[src/rtl/dep_walker_pkg.sv]
package dep_walker_pkg;

   typedef enum logic [2:0] {
      WS_NONE     = 3'd0,
      WS_OK_EMPTY = 3'd1,
      WS_OK_TAIL  = 3'd2,
      WS_OK_LOOP  = 3'd3,
      WS_AB_LEN   = 3'd4,
      WS_AB_TMP   = 3'd5,
      WS_AB_DIFF  = 3'd6
   } walk_status_e;

   typedef enum logic [1:0] {
      FSM_IDLE,
      FSM_SEED,
      FSM_WALK,
      FSM_REPORT
   } walk_fsm_e;

   function automatic logic is_clean_end(input walk_status_e s);
      return (s == WS_OK_EMPTY) || (s == WS_OK_TAIL) || (s == WS_OK_LOOP);
   endfunction

endpackage

[src/rtl/dw_srcmap.sv]
module dw_srcmap #(
   parameter int NUM_REGS = 32,
   parameter int REG_W    = $clog2(NUM_REGS)
) (
   input  logic             clk,
   input  logic             rst_n,
   input  logic             seed_i,
   input  logic             cap_i,
   input  logic             dst_vld_i,
   input  logic [REG_W-1:0] dst_i,
   input  logic             s0_vld_i,
   input  logic [REG_W-1:0] s0_i,
   input  logic             s1_vld_i,
   input  logic [REG_W-1:0] s1_i,
   output logic             dst_hit_o,
   output logic             next_empty_o
);

   logic [NUM_REGS-1:0] map_q;
   logic [NUM_REGS-1:0] map_d;

   always_comb begin
      map_d = map_q;
      if (seed_i) begin
         map_d = '0;
      end else if (cap_i) begin
         map_d[dst_i] = 1'b0;
      end
      if (seed_i || cap_i) begin
         if (s0_vld_i) map_d[s0_i] = 1'b1;
         if (s1_vld_i) map_d[s1_i] = 1'b1;
      end
   end

   always_ff @(posedge clk or negedge rst_n) begin
      if (!rst_n) map_q <= '0;
      else        map_q <= map_d;
   end

   assign dst_hit_o    = dst_vld_i & map_q[dst_i];
   assign next_empty_o = ~|map_d;

endmodule

[src/rtl/dw_tmp_track.sv]
module dw_tmp_track #(
   parameter int NUM_REGS = 32,
   parameter int MAX_TMP  = 8,
   parameter bit DISTINCT = 1'b1,
   parameter int REG_W    = $clog2(NUM_REGS),
   parameter int CNT_W    = $clog2(NUM_REGS + 1)
) (
   input  logic             clk,
   input  logic             rst_n,
   input  logic             clr_i,
   input  logic             cap_i,
   input  logic [REG_W-1:0] dst_i,
   output logic             over_o
);

   if (DISTINCT) begin : g_distinct
      logic [NUM_REGS-1:0] used_q;
      logic [NUM_REGS-1:0] cand;
      logic [CNT_W-1:0]    cnt;

      always_comb begin
         cand = used_q | (NUM_REGS'(1) << dst_i);
         cnt  = '0;
         for (int i = 0; i < NUM_REGS; i++) begin
            cnt = cnt + CNT_W'(cand[i]);
         end
      end

      always_ff @(posedge clk or negedge rst_n) begin
         if (!rst_n)      used_q <= '0;
         else if (clr_i)  used_q <= '0;
         else if (cap_i)  used_q <= cand;
      end

      assign over_o = (cnt > CNT_W'(MAX_TMP));
   end else begin : g_every
      logic [CNT_W-1:0] cnt_q;

      always_ff @(posedge clk or negedge rst_n) begin
         if (!rst_n)      cnt_q <= '0;
         else if (clr_i)  cnt_q <= '0;
         else if (cap_i)  cnt_q <= cnt_q + CNT_W'(1);
      end

      assign over_o = ((cnt_q + CNT_W'(1)) > CNT_W'(MAX_TMP));
   end

endmodule

[src/rtl/dw_slice_buf.sv]
module dw_slice_buf #(
   parameter int DEPTH = 16,
   parameter int OP_W  = 26,
   parameter int VAL_W = 64,
   parameter int IDX_W = $clog2(DEPTH)
) (
   input  logic                   clk,
   input  logic                   rst_n,
   input  logic                   clr_i,
   input  logic                   wr_i,
   input  logic                   wr_op_i,
   input  logic [IDX_W-1:0]       idx_i,
   input  logic [OP_W-1:0]        op_i,
   input  logic [VAL_W-1:0]       val_i,
   output logic [OP_W-1:0]        slot_op_o,
   output logic [DEPTH*OP_W-1:0]  ops_o,
   output logic [DEPTH*VAL_W-1:0] vals_o
);

   for (genvar g = 0; g < DEPTH; g++) begin : g_slot
      logic [OP_W-1:0]  op_q;
      logic [VAL_W-1:0] val_q;
      logic             sel;

      assign sel = wr_i && (idx_i == IDX_W'(g));

      always_ff @(posedge clk or negedge rst_n) begin
         if (!rst_n) begin
            op_q  <= '0;
            val_q <= '0;
         end else if (clr_i) begin
            op_q  <= '0;
            val_q <= '0;
         end else if (sel) begin
            if (wr_op_i) op_q <= op_i;
            val_q <= val_i;
         end
      end

      assign ops_o[g*OP_W +: OP_W]    = op_q;
      assign vals_o[g*VAL_W +: VAL_W] = val_q;
   end

   assign slot_op_o = ops_o[idx_i*OP_W +: OP_W];

endmodule

[src/rtl/dep_walker.sv]
module dep_walker
   import dep_walker_pkg::*;
#(
   parameter int HQ_DEPTH     = 128,
   parameter int NUM_REGS     = 32,
   parameter int SLICE_DEPTH  = 16,
   parameter int MAX_TMP      = 8,
   parameter int OPC_W        = 8,
   parameter int VAL_W        = 64,
   parameter bit DISTINCT_TMP = 1'b1,
   localparam int PTR_W       = $clog2(HQ_DEPTH),
   localparam int REG_W       = $clog2(NUM_REGS),
   localparam int LEN_W       = $clog2(SLICE_DEPTH + 1),
   localparam int IDX_W       = $clog2(SLICE_DEPTH),
   localparam int OP_W        = OPC_W + 3 * (REG_W + 1)
) (
   input  logic                         clk,
   input  logic                         rst_n,
   input  logic                         start_i,
   input  logic                         validate_i,
   input  logic [PTR_W-1:0]             start_ptr_i,
   input  logic [PTR_W-1:0]             tail_ptr_i,
   output logic                         ready_o,
   output logic [PTR_W-1:0]             hq_rd_ptr_o,
   input  logic [OPC_W-1:0]             hq_opc_i,
   input  logic                         hq_dst_vld_i,
   input  logic [REG_W-1:0]             hq_dst_i,
   input  logic                         hq_src0_vld_i,
   input  logic [REG_W-1:0]             hq_src0_i,
   input  logic                         hq_src1_vld_i,
   input  logic [REG_W-1:0]             hq_src1_i,
   input  logic [VAL_W-1:0]             hq_value_i,
   input  logic                         hq_ctx_match_i,
   output logic                         done_o,
   output logic [2:0]                   status_o,
   output logic [LEN_W-1:0]             slice_len_o,
   output logic [SLICE_DEPTH*OP_W-1:0]  slice_ops_o,
   output logic [SLICE_DEPTH*VAL_W-1:0] slice_vals_o
);

   // elaboration-time parameter checks
   if ((HQ_DEPTH < 2) || ((HQ_DEPTH & (HQ_DEPTH - 1)) != 0)) begin : g_bad_hq
      $error("dep_walker: HQ_DEPTH must be a power of two of at least 2");
   end
   if ((SLICE_DEPTH < 2) || ((SLICE_DEPTH & (SLICE_DEPTH - 1)) != 0)) begin : g_bad_slice
      $error("dep_walker: SLICE_DEPTH must be a power of two of at least 2");
   end
   if ((NUM_REGS & (NUM_REGS - 1)) != 0) begin : g_bad_regs
      $error("dep_walker: NUM_REGS must be a power of two");
   end
   if ((MAX_TMP < 1) || (MAX_TMP >= NUM_REGS)) begin : g_bad_tmp
      $error("dep_walker: MAX_TMP must lie between 1 and NUM_REGS-1");
   end

   walk_fsm_e      state_q;
   logic [PTR_W-1:0] ptr_q;
   logic [PTR_W-1:0] tail_q;
   logic           vmode_q;
   logic [LEN_W-1:0] len_q;
   logic [LEN_W-1:0] ref_len_q;
   walk_status_e   status_q;

   logic           in_seed;
   logic           in_walk;
   logic           accept;
   logic           ctx_stop;
   logic           hit;
   logic           ab_len;
   logic           ab_tmp;
   logic           mism;
   logic           cap;
   logic           dst_hit;
   logic           next_empty;
   logic           tmp_over;
   logic [LEN_W-1:0] len_nxt;
   logic [IDX_W-1:0] wr_idx;
   logic [OP_W-1:0]  op_in;
   logic [OP_W-1:0]  slot_op;
   logic           fin;
   walk_status_e   fin_code;
   walk_status_e   ok_code;

   assign in_seed = (state_q == FSM_SEED);
   assign in_walk = (state_q == FSM_WALK);
   assign accept  = (state_q == FSM_IDLE) && start_i;

   assign op_in = {hq_opc_i, hq_dst_vld_i, hq_dst_i,
                   hq_src0_vld_i, hq_src0_i, hq_src1_vld_i, hq_src1_i};

   // per-entry decision
   assign ctx_stop = in_walk && hq_ctx_match_i;
   assign hit      = in_seed || (in_walk && !ctx_stop && dst_hit);
   assign ab_len   = hit && (len_q == LEN_W'(SLICE_DEPTH));
   assign ab_tmp   = hit && in_walk && !ab_len && tmp_over;
   assign wr_idx   = IDX_W'(SLICE_DEPTH - 1) - IDX_W'(len_q);
   assign mism     = hit && vmode_q && !ab_len && !ab_tmp &&
                     ((len_q >= ref_len_q) || (slot_op != op_in));
   assign cap      = hit && !ab_len && !ab_tmp && !mism;
   assign len_nxt  = len_q + LEN_W'(cap);

   dw_srcmap #(
      .NUM_REGS (NUM_REGS),
      .REG_W    (REG_W)
   ) u_srcmap (
      .clk          (clk),
      .rst_n        (rst_n),
      .seed_i       (in_seed),
      .cap_i        (cap && in_walk),
      .dst_vld_i    (hq_dst_vld_i),
      .dst_i        (hq_dst_i),
      .s0_vld_i     (hq_src0_vld_i),
      .s0_i         (hq_src0_i),
      .s1_vld_i     (hq_src1_vld_i),
      .s1_i         (hq_src1_i),
      .dst_hit_o    (dst_hit),
      .next_empty_o (next_empty)
   );

   dw_tmp_track #(
      .NUM_REGS (NUM_REGS),
      .MAX_TMP  (MAX_TMP),
      .DISTINCT (DISTINCT_TMP),
      .REG_W    (REG_W)
   ) u_tmp (
      .clk    (clk),
      .rst_n  (rst_n),
      .clr_i  (accept),
      .cap_i  (cap && in_walk),
      .dst_i  (hq_dst_i),
      .over_o (tmp_over)
   );

   dw_slice_buf #(
      .DEPTH (SLICE_DEPTH),
      .OP_W  (OP_W),
      .VAL_W (VAL_W),
      .IDX_W (IDX_W)
   ) u_buf (
      .clk       (clk),
      .rst_n     (rst_n),
      .clr_i     (accept && !validate_i),
      .wr_i      (cap),
      .wr_op_i   (!vmode_q),
      .idx_i     (wr_idx),
      .op_i      (op_in),
      .val_i     (hq_value_i),
      .slot_op_o (slot_op),
      .ops_o     (slice_ops_o),
      .vals_o    (slice_vals_o)
   );

   // termination priority: context repeat, aborts, empty set, tail
   always_comb begin
      ok_code  = WS_NONE;
      fin_code = WS_NONE;
      if (in_seed || in_walk) begin
         if (ctx_stop)                   ok_code  = WS_OK_LOOP;
         else if (ab_len)                fin_code = WS_AB_LEN;
         else if (ab_tmp)                fin_code = WS_AB_TMP;
         else if (mism)                  fin_code = WS_AB_DIFF;
         else if (cap && next_empty)     ok_code  = WS_OK_EMPTY;
         else if (ptr_q == tail_q)       ok_code  = WS_OK_TAIL;
         if (ok_code != WS_NONE) begin
            fin_code = (vmode_q && (len_nxt != ref_len_q)) ? WS_AB_DIFF : ok_code;
         end
      end
      fin = (fin_code != WS_NONE);
   end

   always_ff @(posedge clk or negedge rst_n) begin
      if (!rst_n) begin
         state_q   <= FSM_IDLE;
         ptr_q     <= '0;
         tail_q    <= '0;
         vmode_q   <= 1'b0;
         len_q     <= '0;
         ref_len_q <= '0;
         status_q  <= WS_NONE;
      end else begin
         unique case (state_q)
            FSM_IDLE: begin
               if (start_i) begin
                  ptr_q    <= start_ptr_i;
                  tail_q   <= tail_ptr_i;
                  vmode_q  <= validate_i;
                  len_q    <= '0;
                  status_q <= WS_NONE;
                  state_q  <= FSM_SEED;
               end
            end
            FSM_SEED, FSM_WALK: begin
               len_q <= len_nxt;
               if (fin) begin
                  status_q <= fin_code;
                  state_q  <= FSM_REPORT;
                  if (!vmode_q && is_clean_end(fin_code)) begin
                     ref_len_q <= len_nxt;
                  end
               end else begin
                  ptr_q   <= ptr_q - PTR_W'(1);
                  state_q <= FSM_WALK;
               end
            end
            FSM_REPORT: begin
               state_q <= FSM_IDLE;
            end
            default: state_q <= FSM_IDLE;
         endcase
      end
   end

   assign ready_o     = (state_q == FSM_IDLE);
   assign done_o      = (state_q == FSM_REPORT);
   assign hq_rd_ptr_o = ptr_q;
   assign status_o    = status_q;
   assign slice_len_o = len_q;

endmodule

[config.mk]
export PLATFORM = sky130hd
export DESIGN_NAME = dep_walker
export DESIGN_NICKNAME = d
export VERILOG_FILES = /design/src/rtl/dep_walker_pkg.sv /design/src/rtl/dw_srcmap.sv /design/src/rtl/dw_tmp_track.sv /design/src/rtl/dw_slice_buf.sv /design/src/rtl/dep_walker.sv
export SDC_FILE = /design/constraint.sdc
export NUM_CORES = 2
export LEC_CHECK = 0
export ABC_AREA = 1
export BUFFER_PORTS_ARGS = -buffer_cell sky130_fd_sc_hd__buf_2
export CAP_MARGIN = 20
export CORE_AREA = 8 8 606 608
export CTS_CLUSTER_SIZE = 28
export DETAILED_ROUTE_END_ITERATION = 10
export DIE_AREA = 0 0 614 616
export PLACE_DENSITY = 0.34
export SKIP_CTS_REPAIR_TIMING = 1
export SYNTH_ARGS = -nofsm -noshare
export SYNTH_HDL_FRONTEND = slang
export SYNTH_SLANG_ARGS = --single-unit
[constraint.sdc]
create_clock -name clk -period 12.7 [get_ports clk]
set_input_delay 1.27 -clock clk [delete_from_list [all_inputs] [get_ports clk]]
set_output_delay 1.27 -clock clk [all_outputs]
set_load 0.02 [all_outputs]
==> metrics <==
clock buffer count from CTS between 150 and 200; final wirelength 380000 um; Nets about 8500; initial core utilization 17.4%; dpl ws around 2.2 ns; CP startpoint kind primary input; Syn. warnings 0; power per cell area roughly 310 mW/mm2; clk_lat worst skew just over 0.9 ns; Tcrit/Tclk final 76.0%; first-pass GRT wire length between 500000 and 600000 um; Die Width 614 um; outcome complete, no violations; Hold Crit Class primary input to async pin; total power 25.6 mW; Detail Route Antenna Nets 0; PortBufs about 1600; initial antenna violation count ~80; CP required 13.40 ns; clock buffer depth 4; RSZ-0062 raised after global routing false; Pleak 41.4 nW; cell mode on critical path fa_1; die height roughly 620 um; clk_skew 0.0970 ns; Vias around 56000; die area around 0.38 mm2; CTS tree built; largest net degree at the start of global routing roughly 160; Worst-Margin Slew ~1.3 ns; routability cong. approximately 0.86; H-tree depth 4; Hold WS about 0.4 ns; Critical Path Fanout Max slightly below 80; Max Cap Viol 0; cell area after synthesis roughly 0.062 mm2; Final Max Tran Viols 0; core area about 0.36 mm2; Reg clk slew, reported paths 0.06 ns; FF+latch count, synth 1534; initial detailed-routing violation count approximately 5100; Total Routing Usage GR between 10% and 20%; fmax 104 MHz; grt ovf 0; WS Path Type primary input to flop; TritonRoute pass-1 iters 6; R2R Path Start u_tmp.g_distinct.used_q[20]; vias in the first global route 55300; DPL Wire Length roughly 280000 um; Slew HR between 10% and 20%; syn nets between 7000 and 8000; fin crit period around 9.6 ns; Layout area overhead 31.2%; final std cells w/o fill 13300; Unique masters post-synth 35; placed instance area about 0.075 mm2; crit-path max cell delay between 0.8 and 0.9 ns; Worst Setup End Kind flop; WP data arrival about 10 ns; Rows 220; CTS Root Cell clkbuf_16; Seq/Total Area, Yosys about three fifths; Sink Count roughly 1500; Peak VDD IR roughly 0.12 mV; Via density 4.24; PnR worst setup slack 3.05 ns; I/O pin total between 1500 and 2000; Avg WL per Cell 28.6 um; Inst Count DP ~13000; Hold Vio Cnt, Final 0; final core utilization between 20% and 30%; final setup fails 0; highest-delay cell along the critical path buf_4; final setup TNS 0 ns; share of layout cells above drive strength 1 around a quarter; Residual DRC 0; post-route cell area roughly 0.082 mm2; Post-Syn Area per Cell ~8.9 um2; Worst Setup SP hq_dst_i[2]; Syn Inst Count about 7000
==> worst max-delay path: cells and delay by family <==
family | cells | cell delay (ns)
AND/OR/NAND/NOR | 14 | 2.27
adder cells (fa/ha/maj) | 8 | 3.81
buffers and inverters | 10 | 2.42
AO/OA/AOI/OAI | 3 | 0.38
==> registers in the layout (all words and copies together) (netlist names) <==
signal                   flops
slice_len_o                  5
u_buf.g_slot.op_q          416
state_q                      2
u_srcmap.map_q              32
status_o                     3
u_buf.g_slot.val_q        1024
hq_rd_ptr_o                  7
ref_len_q                    5
vmode_q                      1
tail_q                       7
u_tmp.g_distinct.used_q     32
==> cells in the final DEF, fill, tap and decap left out, types with 45 or more instances in the layout <==
master / count
clkbuf_16: 198
clkbuf_1: 50
nand2_1: 2554
nor2_1: 162
dfrtp_1: 1532
inv_1: 213
nand4_1: 46
o22ai_1: 45
buf_4: 99
o21ai_0: 1480
buf_2: 1564
clkbuf_8: 45
nand3_1: 206
==> where the power goes <==
| group | switching (mW) | internal (mW) |
|---|---|---|
| Clock | 2.37 | 3.35 |
| Combinational | 8.47 | 2.89 |
| Sequential | 1.49 | 7.01 |
| Total | 12.3 | 13.3 |
==> synthesized netlist by cell type, drive strengths merged <==
cell type / count / share of area, %
nor3: 13 / 0.10
o21bai: 11 / 0.13
a211oi: 1 / 0.012
inv: 237 / 1.4
clkinv: 1 / 0.0060
xor2: 6 / 0.084
a22oi: 2 / 0.024
xnor2: 9 / 0.13
dfrtp: 1534 / 62
and3: 1 / 0.010
o22ai: 45 / 0.45
ha: 21 / 0.42
o211ai: 1 / 0.012
o31ai: 2 / 0.024
fa: 24 / 0.77
nand4: 46 / 0.46
nor2: 169 / 1.0
buf: 78 / 0.78
o21ai: 1503 / 12
nor4: 3 / 0.030
nand3: 208 / 1.7
a21oi: 44 / 0.35
a31oi: 1 / 0.010
nand2: 2598 / 16
clkbuf: 440 / 2.7
==> logic make-up (layout without fill, tap and decap cells) <==
kind of cell,after synthesis,count (layout),synth area share (%)
AO/OA/AOI/OAI,1610,1610,13.1
XOR/XNOR,15,15,0.211
adder cells (fa/ha/maj),45,45,1.19
buffers and inverters,756,2266,4.87
flip-flops,1534,1534,61.6
other,0,22,0
AND/OR/NAND/NOR,3038,3038,19.0
==> final cells by class <==
class                   instances  area (um2)
fillers                     39200      276000
flip-flops and latches       1534       38400
multi-input cells            4708       21100
repair buffers               1678        8890
well taps                    4773        5970
clock buffers                 293        5760
inverters                     238         946
clock inverters                57         679
diodes                         22        55.1
==> final timing paths <==
kind	end	slack (ns)	cells after the start
max	u_buf.g_slot[10].val_q[33]	3.05	35
min	u_buf.g_slot[15].val_q[34]	0.39	1
max reg2reg	u_buf.g_slot[10].val_q[33]	4.03	32
min reg2reg	u_buf.g_slot[10].val_q[26]	0.48	2
max in group asynchronous	u_buf.g_slot[1].val_q[39]	9.26	4
min in group clk	u_buf.g_slot[10].val_q[26]	0.48	2
==> routing by layer <==
metal	GRT usage (%)	wire (um)
met2	31.8	178000
met5	0	13
met4	6.34	15000
met3	5.43	30600
met1	24.2	157000
(Power assumes the default switching activity.)
